## config.mk

```make
export PLATFORM = sky130hd
export DESIGN_NAME = spi_host_ctrl
export DESIGN_NICKNAME = d
export VERILOG_FILES = /design/src/rtl/spi_host_pkg.sv /design/src/rtl/spi_host_regs.sv /design/src/rtl/spi_host_engine.sv /design/src/rtl/spi_host_sampler.sv /design/src/rtl/spi_host_csdec.sv /design/src/rtl/spi_host_ctrl.sv
export SDC_FILE = /design/constraint.sdc
export NUM_CORES = 1
export LEC_CHECK = 0
export BUFFER_PORTS_ARGS = -buffer_cell sky130_fd_sc_hd__buf_2
export CORE_MARGIN = 5
export CORE_UTILIZATION = 57
export DETAILED_ROUTE_END_ITERATION = 10
export GPL_ROUTABILITY_DRIVEN = 1
export MAX_ROUTING_LAYER = met4
export PLACE_DENSITY = 0.81
export SLEW_MARGIN = 20
export SYNTH_ARGS = -nofsm -noshare
export SYNTH_HDL_FRONTEND = slang
export SYNTH_SLANG_ARGS = --single-unit
```

## constraint.sdc

```tcl
create_clock -name clk -period 3.6 [get_ports clk]
set_input_delay 1.08 -clock clk [delete_from_list [all_inputs] [get_ports clk]]
set_output_delay 1.08 -clock clk [all_outputs]
set_load 0.02 [all_outputs]
```

## src/rtl/spi_host_pkg.sv

```systemverilog
`timescale 1ns/1ps
package spi_host_pkg;

  localparam int BUS_W    = 32;
  localparam int ADDR_W   = 5;
  localparam int NUM_CS   = 8;
  localparam int CS_IDX_W = $clog2(NUM_CS);
  localparam int WORD_MAX = 16;
  localparam int WORD_MIN = 8;
  localparam int EDGE_W   = $clog2(2 * WORD_MAX + 1);
  localparam int BITCNT_W = $clog2(WORD_MAX + 1);
  localparam int SDLY_W   = 2;
  localparam logic [SDLY_W-1:0] SDLY_RESET = SDLY_W'(1);

  // field positions software relies on
  localparam int CTRL_ASSERT_BIT = 0;
  localparam int CTRL_BUSY_BIT   = 1;
  localparam int CTRL_IDX_LSB    = 2;
  localparam int CFG_WIDE_BIT    = 5;
  localparam int CFG_CPOL_BIT    = 11;
  localparam int CFG_CPHA_BIT    = 12;
  localparam int CFG_TXLSB_BIT   = 13;
  localparam int CFG_RXLSB_BIT   = 14;
  localparam int TIM_DLY_LSB     = 6;

  // word index = byte address / 4
  typedef enum logic [2:0] {
    RSEL_CTRL   = 3'd0,
    RSEL_CFG    = 3'd1,
    RSEL_TXD    = 3'd2,
    RSEL_RXD    = 3'd3,
    RSEL_CAUSE  = 3'd4,
    RSEL_TIMING = 3'd6
  } rsel_e;

  typedef struct packed {
    logic rx_lsb;
    logic tx_lsb;
    logic cpha;
    logic cpol;
    logic wide;
  } xfer_cfg_t;

  function automatic logic [WORD_MAX-1:0] mirror_long(input logic [WORD_MAX-1:0] v);
    logic [WORD_MAX-1:0] r;
    for (int i = 0; i < WORD_MAX; i++) r[i] = v[WORD_MAX-1-i];
    return r;
  endfunction

  function automatic logic [WORD_MIN-1:0] mirror_short(input logic [WORD_MIN-1:0] v);
    logic [WORD_MIN-1:0] r;
    for (int i = 0; i < WORD_MIN; i++) r[i] = v[WORD_MIN-1-i];
    return r;
  endfunction

endpackage

```

## src/rtl/spi_host_regs.sv

```systemverilog
`timescale 1ns/1ps
module spi_host_regs
  import spi_host_pkg::*;
(
  input  logic                clk,
  input  logic                rst_n,
  input  logic                bus_sel,
  input  logic                bus_wr,
  input  logic [ADDR_W-1:0]   bus_addr,
  input  logic [BUS_W-1:0]    bus_wdata,
  output logic [BUS_W-1:0]    bus_rdata,
  input  logic                busy_i,
  input  logic                finish_i,
  input  logic [WORD_MAX-1:0] rx_word_i,
  output xfer_cfg_t           cfg_o,
  output logic                cs_on_o,
  output logic [CS_IDX_W-1:0] cs_idx_o,
  output logic [SDLY_W-1:0]   dly_o,
  output logic                start_o,
  output logic [WORD_MAX-1:0] tx_word_o
);

  rsel_e                rsel;
  logic                 wr_en;
  logic [BUS_W-1:0]     rd_word;
  logic                 unused_bus;

  logic                 cs_on_q, cs_on_d;
  logic [CS_IDX_W-1:0]  cs_idx_q, cs_idx_d;
  xfer_cfg_t            cfg_q, cfg_d;
  logic [SDLY_W-1:0]    dly_q, dly_d;
  logic [WORD_MAX-1:0]  txd_q, txd_d;
  logic [WORD_MAX-1:0]  rxd_q, rxd_d;
  logic                 cause_q, cause_d;

  assign unused_bus = ^{bus_addr, bus_wdata};

  always_comb begin
    rsel    = rsel_e'(bus_addr[4:2]);
    wr_en   = bus_sel & bus_wr;
    start_o = wr_en && (rsel == RSEL_TXD) && !busy_i;

    cs_on_d  = cs_on_q;
    cs_idx_d = cs_idx_q;
    cfg_d    = cfg_q;
    dly_d    = dly_q;
    txd_d    = txd_q;
    rxd_d    = finish_i ? rx_word_i : rxd_q;
    cause_d  = cause_q;

    if (wr_en) begin
      case (rsel)
        RSEL_CTRL: begin
          cs_on_d  = bus_wdata[CTRL_ASSERT_BIT];
          cs_idx_d = bus_wdata[CTRL_IDX_LSB +: CS_IDX_W];
        end
        RSEL_CFG: begin
          cfg_d.wide   = bus_wdata[CFG_WIDE_BIT];
          cfg_d.cpol   = bus_wdata[CFG_CPOL_BIT];
          cfg_d.cpha   = bus_wdata[CFG_CPHA_BIT];
          cfg_d.tx_lsb = bus_wdata[CFG_TXLSB_BIT];
          cfg_d.rx_lsb = bus_wdata[CFG_RXLSB_BIT];
        end
        RSEL_TXD:    if (!busy_i) txd_d = bus_wdata[WORD_MAX-1:0];
        RSEL_CAUSE:  cause_d = 1'b0;
        RSEL_TIMING: dly_d = bus_wdata[TIM_DLY_LSB +: SDLY_W];
        default: ;
      endcase
    end
    if (finish_i) cause_d = 1'b1;
  end

  always_ff @(posedge clk or negedge rst_n) begin
    if (!rst_n) begin
      cs_on_q  <= 1'b0;
      cs_idx_q <= '0;
      cfg_q    <= '0;
      dly_q    <= SDLY_RESET;
      txd_q    <= '0;
      rxd_q    <= '0;
      cause_q  <= 1'b0;
    end else begin
      cs_on_q  <= cs_on_d;
      cs_idx_q <= cs_idx_d;
      cfg_q    <= cfg_d;
      dly_q    <= dly_d;
      txd_q    <= txd_d;
      rxd_q    <= rxd_d;
      cause_q  <= cause_d;
    end
  end

  always_comb begin
    rd_word = '0;
    case (rsel)
      RSEL_CTRL: begin
        rd_word[CTRL_ASSERT_BIT]              = cs_on_q;
        rd_word[CTRL_BUSY_BIT]                = busy_i;
        rd_word[CTRL_IDX_LSB +: CS_IDX_W]     = cs_idx_q;
      end
      RSEL_CFG: begin
        rd_word[CFG_WIDE_BIT]  = cfg_q.wide;
        rd_word[CFG_CPOL_BIT]  = cfg_q.cpol;
        rd_word[CFG_CPHA_BIT]  = cfg_q.cpha;
        rd_word[CFG_TXLSB_BIT] = cfg_q.tx_lsb;
        rd_word[CFG_RXLSB_BIT] = cfg_q.rx_lsb;
      end
      RSEL_TXD:    rd_word[WORD_MAX-1:0] = txd_q;
      RSEL_RXD:    rd_word[WORD_MAX-1:0] = rxd_q;
      RSEL_CAUSE:  rd_word[0] = cause_q;
      RSEL_TIMING: rd_word[TIM_DLY_LSB +: SDLY_W] = dly_q;
      default: ;
    endcase
    bus_rdata = (bus_sel && !bus_wr) ? rd_word : '0;
  end

  assign cfg_o     = cfg_q;
  assign cs_on_o   = cs_on_q;
  assign cs_idx_o  = cs_idx_q;
  assign dly_o     = dly_q;
  assign tx_word_o = txd_q;

  AST_BUSY_WRITE_IGNORED: assert property (@(posedge clk) disable iff (!rst_n)
    (wr_en && rsel == RSEL_TXD && busy_i) |=> $stable(txd_q));
  AST_CAUSE_ON_FINISH: assert property (@(posedge clk) disable iff (!rst_n)
    finish_i |=> cause_q);
  AST_RXD_LOADED: assert property (@(posedge clk) disable iff (!rst_n)
    finish_i |=> (rxd_q == $past(rx_word_i)));

endmodule

```

## src/rtl/spi_host_engine.sv

```systemverilog
`timescale 1ns/1ps
module spi_host_engine
  import spi_host_pkg::*;
(
  input  logic                clk,
  input  logic                rst_n,
  input  logic                start_i,
  input  logic [WORD_MAX-1:0] tx_word_i,
  input  logic                wide_i,
  input  logic                cpol_i,
  input  logic                cpha_i,
  input  logic                tx_lsb_i,
  input  logic                sck_tick_i,
  input  logic                samples_done_i,
  output logic                busy_o,
  output logic                finish_o,
  output logic                sample_o,
  output logic                sck_o,
  output logic                mosi_o
);

  localparam logic [EDGE_W-1:0] EDGES_LONG  = EDGE_W'(2 * WORD_MAX);
  localparam logic [EDGE_W-1:0] EDGES_SHORT = EDGE_W'(2 * WORD_MIN);
  localparam int                PAD_W       = WORD_MAX - WORD_MIN;

  logic                busy_q, busy_d;
  logic [EDGE_W-1:0]   ecnt_q, ecnt_d;
  logic                phase_q, phase_d;
  logic [WORD_MAX-1:0] tx_q, tx_d;

  logic [EDGE_W-1:0]   edge_total;
  logic                edges_done;
  logic                tick_ok;
  logic                launch;
  logic [WORD_MAX-1:0] load_word;

  always_comb begin
    edge_total = wide_i ? EDGES_LONG : EDGES_SHORT;
    edges_done = (ecnt_q == edge_total);
    tick_ok    = busy_q & sck_tick_i & ~edges_done;
    sample_o   = tick_ok & (ecnt_q[0] == cpha_i);
    launch     = tick_ok & (ecnt_q[0] != cpha_i) & (ecnt_q != '0)
                 & (ecnt_q != (edge_total - EDGE_W'(1)));
    finish_o   = busy_q & edges_done & samples_done_i;

    if (wide_i)
      load_word = tx_lsb_i ? mirror_long(tx_word_i) : tx_word_i;
    else
      load_word = {(tx_lsb_i ? mirror_short(tx_word_i[WORD_MIN-1:0])
                             : tx_word_i[WORD_MIN-1:0]), {PAD_W{1'b0}}};

    busy_d  = busy_q;
    ecnt_d  = ecnt_q;
    phase_d = phase_q;
    tx_d    = tx_q;
    if (start_i) begin
      busy_d  = 1'b1;
      ecnt_d  = '0;
      phase_d = 1'b0;
      tx_d    = load_word;
    end else begin
      if (finish_o) busy_d = 1'b0;
      if (tick_ok) begin
        ecnt_d  = ecnt_q + EDGE_W'(1);
        phase_d = ~phase_q;
      end
      if (launch) tx_d = {tx_q[WORD_MAX-2:0], 1'b0};
    end
  end

  always_ff @(posedge clk or negedge rst_n) begin
    if (!rst_n) begin
      busy_q  <= 1'b0;
      ecnt_q  <= '0;
      phase_q <= 1'b0;
      tx_q    <= '0;
    end else begin
      busy_q  <= busy_d;
      ecnt_q  <= ecnt_d;
      phase_q <= phase_d;
      tx_q    <= tx_d;
    end
  end

  assign busy_o = busy_q;
  assign sck_o  = cpol_i ^ phase_q;
  assign mosi_o = busy_q & tx_q[WORD_MAX-1];

  AST_EDGE_LIMIT: assert property (@(posedge clk) disable iff (!rst_n)
    ecnt_q <= EDGES_LONG);
  AST_IDLE_SCK: assert property (@(posedge clk) disable iff (!rst_n)
    !busy_q |-> (sck_o == cpol_i));
  AST_IDLE_MOSI: assert property (@(posedge clk) disable iff (!rst_n)
    !busy_q |-> !mosi_o);
  AST_FINISH_DROPS_BUSY: assert property (@(posedge clk) disable iff (!rst_n)
    finish_o |=> !busy_q);

endmodule

```

## src/rtl/spi_host_sampler.sv

```systemverilog
`timescale 1ns/1ps
module spi_host_sampler
  import spi_host_pkg::*;
(
  input  logic                clk,
  input  logic                rst_n,
  input  logic                start_i,
  input  logic                strobe_i,
  input  logic [SDLY_W-1:0]   dly_i,
  input  logic                miso_i,
  input  logic                wide_i,
  input  logic                rx_lsb_i,
  output logic                samples_done_o,
  output logic [WORD_MAX-1:0] rx_word_o
);

  localparam int DEPTH = (1 << SDLY_W) - 1;
  localparam logic [BITCNT_W-1:0] BITS_LONG  = BITCNT_W'(WORD_MAX);
  localparam logic [BITCNT_W-1:0] BITS_SHORT = BITCNT_W'(WORD_MIN);

  logic [DEPTH-1:0]    pipe_q;
  logic [DEPTH:0]      taps;
  logic                take;
  logic [WORD_MAX-1:0] rx_q, rx_d;
  logic [BITCNT_W-1:0] rcnt_q, rcnt_d;

  generate
    if (DEPTH == 1) begin : g_pipe_one
      always_ff @(posedge clk or negedge rst_n) begin
        if (!rst_n) pipe_q <= '0;
        else        pipe_q <= strobe_i;
      end
    end else begin : g_pipe_many
      always_ff @(posedge clk or negedge rst_n) begin
        if (!rst_n) pipe_q <= '0;
        else        pipe_q <= {pipe_q[DEPTH-2:0], strobe_i};
      end
    end
  endgenerate

  always_comb begin
    taps = {pipe_q, strobe_i};
    take = taps[dly_i];
    rx_d   = rx_q;
    rcnt_d = rcnt_q;
    if (start_i) begin
      rx_d   = '0;
      rcnt_d = '0;
    end else if (take) begin
      rx_d   = {rx_q[WORD_MAX-2:0], miso_i};
      rcnt_d = rcnt_q + BITCNT_W'(1);
    end
  end

  always_ff @(posedge clk or negedge rst_n) begin
    if (!rst_n) begin
      rx_q   <= '0;
      rcnt_q <= '0;
    end else begin
      rx_q   <= rx_d;
      rcnt_q <= rcnt_d;
    end
  end

  always_comb begin
    samples_done_o = (rcnt_q == (wide_i ? BITS_LONG : BITS_SHORT));
    if (wide_i)
      rx_word_o = rx_lsb_i ? mirror_long(rx_q) : rx_q;
    else
      rx_word_o = {{(WORD_MAX-WORD_MIN){1'b0}},
                   (rx_lsb_i ? mirror_short(rx_q[WORD_MIN-1:0]) : rx_q[WORD_MIN-1:0])};
  end

  AST_SAMPLE_LIMIT: assert property (@(posedge clk) disable iff (!rst_n)
    rcnt_q <= BITS_LONG);
  AST_TAKE_ADVANCES: assert property (@(posedge clk) disable iff (!rst_n)
    (take && !start_i) |=> (rcnt_q == $past(rcnt_q) + BITCNT_W'(1)));

endmodule

```

## src/rtl/spi_host_csdec.sv

```systemverilog
`timescale 1ns/1ps
module spi_host_csdec
  import spi_host_pkg::*;
(
  input  logic                clk,
  input  logic                rst_n,
  input  logic                cs_on_i,
  input  logic [CS_IDX_W-1:0] cs_idx_i,
  output logic [NUM_CS-1:0]   cs_n_o
);

  generate
    for (genvar g = 0; g < NUM_CS; g++) begin : g_line
      assign cs_n_o[g] = ~(cs_on_i && (cs_idx_i == CS_IDX_W'(g)));
    end
  endgenerate

  AST_ONE_CS_LOW: assert property (@(posedge clk) disable iff (!rst_n)
    $countones(~cs_n_o) <= 1);
  AST_NONE_WHEN_OFF: assert property (@(posedge clk) disable iff (!rst_n)
    !cs_on_i |-> (&cs_n_o));

endmodule

```

## src/rtl/spi_host_ctrl.sv

```systemverilog
`timescale 1ns/1ps
module spi_host_ctrl
  import spi_host_pkg::*;
(
  input  logic              clk,
  input  logic              rst_n,
  input  logic              bus_sel,
  input  logic              bus_wr,
  input  logic [ADDR_W-1:0] bus_addr,
  input  logic [BUS_W-1:0]  bus_wdata,
  output logic [BUS_W-1:0]  bus_rdata,
  input  logic              sck_tick,
  output logic              spi_sck,
  output logic              spi_mosi,
  input  logic              spi_miso,
  output logic [NUM_CS-1:0] spi_cs_n
);

  xfer_cfg_t           cfg;
  logic                cs_on;
  logic [CS_IDX_W-1:0] cs_idx;
  logic [SDLY_W-1:0]   dly;
  logic                start;
  logic [WORD_MAX-1:0] tx_word;
  logic [WORD_MAX-1:0] rx_word;
  logic                busy;
  logic                finish;
  logic                strobe;
  logic                samples_done;

  spi_host_regs u_regs (
    .clk       (clk),
    .rst_n     (rst_n),
    .bus_sel   (bus_sel),
    .bus_wr    (bus_wr),
    .bus_addr  (bus_addr),
    .bus_wdata (bus_wdata),
    .bus_rdata (bus_rdata),
    .busy_i    (busy),
    .finish_i  (finish),
    .rx_word_i (rx_word),
    .cfg_o     (cfg),
    .cs_on_o   (cs_on),
    .cs_idx_o  (cs_idx),
    .dly_o     (dly),
    .start_o   (start),
    .tx_word_o (tx_word)
  );

  spi_host_engine u_engine (
    .clk            (clk),
    .rst_n          (rst_n),
    .start_i        (start),
    .tx_word_i      (bus_wdata[WORD_MAX-1:0]),
    .wide_i         (cfg.wide),
    .cpol_i         (cfg.cpol),
    .cpha_i         (cfg.cpha),
    .tx_lsb_i       (cfg.tx_lsb),
    .sck_tick_i     (sck_tick),
    .samples_done_i (samples_done),
    .busy_o         (busy),
    .finish_o       (finish),
    .sample_o       (strobe),
    .sck_o          (spi_sck),
    .mosi_o         (spi_mosi)
  );

  spi_host_sampler u_sampler (
    .clk            (clk),
    .rst_n          (rst_n),
    .start_i        (start),
    .strobe_i       (strobe),
    .dly_i          (dly),
    .miso_i         (spi_miso),
    .wide_i         (cfg.wide),
    .rx_lsb_i       (cfg.rx_lsb),
    .samples_done_o (samples_done),
    .rx_word_o      (rx_word)
  );

  spi_host_csdec u_csdec (
    .clk      (clk),
    .rst_n    (rst_n),
    .cs_on_i  (cs_on),
    .cs_idx_i (cs_idx),
    .cs_n_o   (spi_cs_n)
  );

  logic unused_txq;
  assign unused_txq = ^tx_word;

  AST_START_SETS_BUSY: assert property (@(posedge clk) disable iff (!rst_n)
    start |=> busy);

endmodule

```

# Word level (Yosys, flattened, before mapping)
# Cells that the tools add are included.
# Widths: inputs -> output; s select.
[classes]
add_sub_neg = 3
magnitude_cmp = 1
n_eq_ne = 17
n_mux = 33
bitwise = 22
reduce_logical = 27
[op_table]
columns = ["op", "count"]
rows = [
  ["$mux 16", 9],
  ["$pmux 4 s3", 2],
  ["$eq 3x3->1 const B", 6],
  ["$mux 6", 3],
  ["$mux 8", 2],
  ["$mux 5", 3],
  ["$eq 3x2->1 const B", 4],
  ["$reduce_bool 2->1", 6],
  ["$logic_and 1x1->1", 11],
  ["$not 1->1", 11],
  ["$and 1x1->1", 10],
  ["$mux 1", 8],
  ["$reduce_and 2->1", 4],
  ["$add 6x1->6 const B", 1],
  ["$eq 3x1->1 const B", 2],
  ["$eq 6x6->1", 1],
  ["$logic_not 3->1", 2],
  ["$ne 6x6->1", 1],
  ["$pmux 2 s3", 1],
  ["$pmux 3 s2", 1],
  ["$reduce_bool 6->1", 1],
  ["$sub 6x1->6 const B", 1],
  ["$add 5x1->5 const B", 1],
  ["$eq 5x5->1", 1],
  ["other kinds (10)", 11],
]
[word_totals]
ff_bits = 92
out_inout_bits = 42
word_cells = 121

# Logic depth before layout (Yosys ltp)
[depth]
depth_word = 9
mapped_depth = 9
ltp_nobuf = 7

# By module
# Synthesis repeated with hierarchy kept, for this count alone.
[hier_totals]
cells_unflattened = 503
hier_area_um2 = 5388.9
[modules_own_cells]
columns = ["module", "n_inst", "cells_each", "area_each_um2", "seq_area_each_um2"]
rows = [
  ["spi_host_regs", 1, 182, 2283.4, 1102.3],
  ["spi_host_engine", 1, 182, 1695.4, 600.6],
  ["spi_host_sampler", 1, 131, 1333.8, 600.6],
  ["spi_host_csdec", 1, 8, 76.3, 0.0],
]

# Worst setup path before layout
# Ideal clock, no wire load.
[synth_timing]
path_kind = "input -> output"
from = "input bus_addr[4]"
to = "output bus_rdata[10]"
arrival_ps = 2386
slack_ps = 134
cell_stages = 6
cell_sequence = "clkbuf_1 or3b_2 clkbuf_1 inv_1 nand2_1 nor2_1"
[synth_via]
elab_chain_len = 3
elab_cells_between_ends = 4
cone_classes = "eq/ne (2); mux (2)"
[synth_lines]
columns = ["element", "line", "rtl"]
rows = [
  ["start: declaration", "spi_host_ctrl.sv:9", "input logic [ADDR_W-1:0] bus_addr,"],
  ["$eq 3x2->1", "spi_host_regs.sv:95", "case (rsel)"],
  ["$pmux 3 s2 (*)", "spi_host_regs.sv:95", ""],
  ["$mux 16 (*)", "spi_host_regs.sv:114", "bus_rdata = (bus_sel && !bus_wr) ? rd_word : '0;"],
  ["end: declaration", "spi_host_ctrl.sv:11", "output logic [BUS_W-1:0] bus_rdata,"],
]
# Every way passes the cells marked *; elsewhere a longest branch is shown, timed or not.

# Final worst setup path
[layout_timing]
from = "input bus_addr[2]"
to = "output bus_rdata[12]"
[layout_via]
elab_chain_len = 3
elab_cells_between_ends = 5
cone_classes = "eq/ne (3); mux (2)"
[layout_lines]
columns = ["element", "line"]
rows = [
  ["$eq 3x2->1 or $eq 3x1->1 (tied branches)", "spi_host_regs.sv:95"],
  ["$pmux 4 s3 (*)", "spi_host_regs.sv:95"],
  ["$mux 16 (*)", "spi_host_regs.sv:114"],
]
# Marked as above.

==> out/qor.csv <==
metric,value,unit
use_met3,4.65,%
min_path_type,register to register,
power.leakage,2.73,nW
cts_tree,built,
grt_pass1_wl,19000,um
num_vias,4060,
grtUsageMet2,32.1,%
track_usage,21.6,%
syn-cell-area,5170,um^2
wl_per_cell,16.6,um
yosys_warnings,0,
synth_cells,547,
period_share,95.3,%
placed_area,5430,um^2
diodes,0,
grt_overflow,0,
finClkSkew,0.0105,ns
worstPathRequired,2.52,ns
grt_max_degree,93,
cts_buffers,9,
core_area,8760,um^2
num-fill-cells,700,
crit_type,primary input to primary output,
cp-start-kind,primary input,
ys_seq_elements,92,
wirelength,11600,um
rsz0062_at_grt,false,
finalCriticalPeriod,3.43,ns
synthMuxAreaShare,17.5,%
cts.path.max_buffers,2,
drt-pass1-iter-count,5,
drc,0,
io_pins,85,
synth_edf_count,0,
grt_pass1_vias,3753,
hold_violations,0,
initial_core_util,59.0,%
clkTransAtPathRegs,0.09,ns
power,3.19,mW
ctsResizeCount,0,
gp_congestion,0.847,
ys_top_cells_by_area,"dfrtp_1 (44%), mux2i_1 (9.7%), nand2_1 (8.1%)",
ant_nets,0,
dieWidth,105,um
outcome,finished clean,
fmax,292,MHz
critPathCaptureType,primary output,
rows,34,
synth_compound_area_share,10.8,%
post-place-ws,0.235,ns
grt_use_met1,30.1,%
antenna_found_initial,0,
syn_to_final_growth,8.44,%
setup_violations,0,
synth_top_family_by_area,simple AND/OR/NAND/NOR gates,
finalSetupTns,0,ns
final_nets,633,
dp_hpwl,8190,um
io_buffers,50,
maxSlewHeadroom,45.6,%
holdBufCountCts,0,
synth_flop_cell,dfrtp_1,
fin_area,5610,um^2
fp.dieH,105,um
maxCapViolations,0,
pwr_density_cell,569,nW/um^2
dieArea,11100,um^2
drv_slew,0,
synth_top_area_share,44.0,%
clock_latency,0.37,ns
syn_avg_cell_area,9.46,um^2
post-cts-setup-buffer-count,0,
via_per_inst,5.81,
crit_arrival,2.35,ns
async_reset_ff_share,100,%
fin_ws,0.170,ns
crit_fanout,14,
yosysUniqueCellTypes,46,
post_synth_fa_ha_maj_area_fraction,0.968,%
grt-busiest-layer,met2,
synthTopCellsByCount,"nand2_1 (111), dfrtp_1 (91), nor2_1 (53), mux2i_1 (50), mux2_2 (36)",
synthSimpleGateAreaFrac,18.2,%
drive_gt1_share,22.8,%
h-tree-depth,3,
ff2ff_setup_slack,1.31,ns
peakVddDrop,0.000404,V
clock_sinks,92,
seq_area_frac_synth,44.5,%
synth_xor_area_share,1.35,%
yosysMostFrequentCell,nand2_1,
clockRootBuffer,clkbuf_8,
yosys.area.top_type,dfrtp_1,
drt_iter0_drc,296,
worst_pin_slew,0.816,ns
==> logic make-up after synthesis <==
logic type / after synthesis
AOI/OAI and AO/OA: 84
xor gates and xnor gates: 8
adders and majority gates: 4
buffers and inverters: 58
DFF: 92
muxes: 86
other: 1
and+or+nand+nor: 214
==> cell usage in the layout (no fill, tap or decap), types with 2 or more instances in the layout <==
cell type / netlist / final
nor3_1: 3 / 3
inv_1: 7 / 7
nand3_1: 20 / 20
clkinv_4: 0 / 3
o31ai_1: 2 / 2
buf_2: 10 / 49
mux2_2: 36 / 36
a31oi_1: 2 / 2
conb_1: 1 / 16
nand3b_1: 2 / 2
o21ai_0: 20 / 20
xnor2_1: 4 / 4
inv_6: 0 / 2
buf_4: 19 / 14
nor3b_1: 5 / 5
and3_1: 3 / 3
o21ai_1: 9 / 9
nor2b_1: 6 / 6
clkbuf_8: 0 / 9
nor2_1: 53 / 52
dfrtp_1: 91 / 91
o21ai_2: 11 / 11
a22oi_1: 10 / 10
mux2i_1: 50 / 50
o221ai_1: 9 / 9
a2bb2oi_1: 2 / 2
nand2_1: 111 / 111
xor2_1: 4 / 4
a21oi_1: 15 / 14
ha_1: 4 / 4
==> final timing paths <==
path,from,end,cells past startpoint
worst max-delay path,bus_addr[2],bus_rdata[12],5
worst min-delay path,u_sampler.pipe_q[0],u_sampler.pipe_q[1],0
worst max register to register,u_engine.ecnt_q[0],u_regs.rxd_q[14],7
worst min register to register,u_sampler.pipe_q[0],u_sampler.pipe_q[1],0
max in group asynchronous,rst_n,u_engine.ecnt_q[0],2
min in group asynchronous,rst_n,u_engine.ecnt_q[2],2
==> layer usage <==
| layer | up-vias | routed length, um |
|---|---|---|
| li1 | 1933 | - |
| met4 | 0 | 219 |
| met2 | 166 | 5370 |
| met5 | - | 0 |
| met3 | 25 | 904 |
| met1 | 1936 | 5120 |
==> stage by stage <==
step | hold slack (ns) | std cells | utilization, %
finish | 0.403 | 699 | 64.0
detailed placement | 0.382 | 683 | 62.0
global placement | 0.355 | 683 | 62.0
global route | 0.418 | 699 | 64.0
CTS | 0.400 | 699 | 64.0
floorplan | 0.353 | 562 | -
==> area by class of cell <==
cell class,instances,area (um^2),share of cell area [%]
sequential,92,2300,41.1
multi-input combinational,412,2600,46.3
timing repair buffer,64,370,6.60
clock buffer,10,128,2.28
tap,108,135,2.41
clock inverter,6,48.8,0.870
inverter,7,26.3,0.468
==> report_power, final <==
part	switching, mW	internal (mW)	leakage, nW
clock	0.374	0.259	0.0912
sequential	0.262	1.23	1.21
combinational	0.588	0.479	1.43
total	1.22	1.97	2.73
==> state kept, by name, summed over array words and instances (netlist names) <==
| name | cells |
|---|---|
| u_engine.busy_o | 1 |
| u_engine.ecnt_q | 6 |
| u_engine.phase_q | 1 |
| u_engine.tx_q | 16 |
| u_regs.cause_q | 1 |
| u_regs.cfg_o | 5 |
| u_regs.cs_idx_o | 3 |
| u_regs.cs_on_o | 1 |
| u_regs.dly_o | 2 |
| u_regs.rxd_q | 16 |
| u_regs.tx_word_o | 16 |
| u_sampler.pipe_q | 3 |
| u_sampler.rcnt_q | 5 |
| u_sampler.rx_q | 16 |
==> worst max-delay path: stages <==
cell     delay (ns)
buf_2          0.27
nor2b_1        0.42
a22oi_1        0.17
nor2_1         0.20
buf_2          0.21
(Power assumes the default switching activity.)
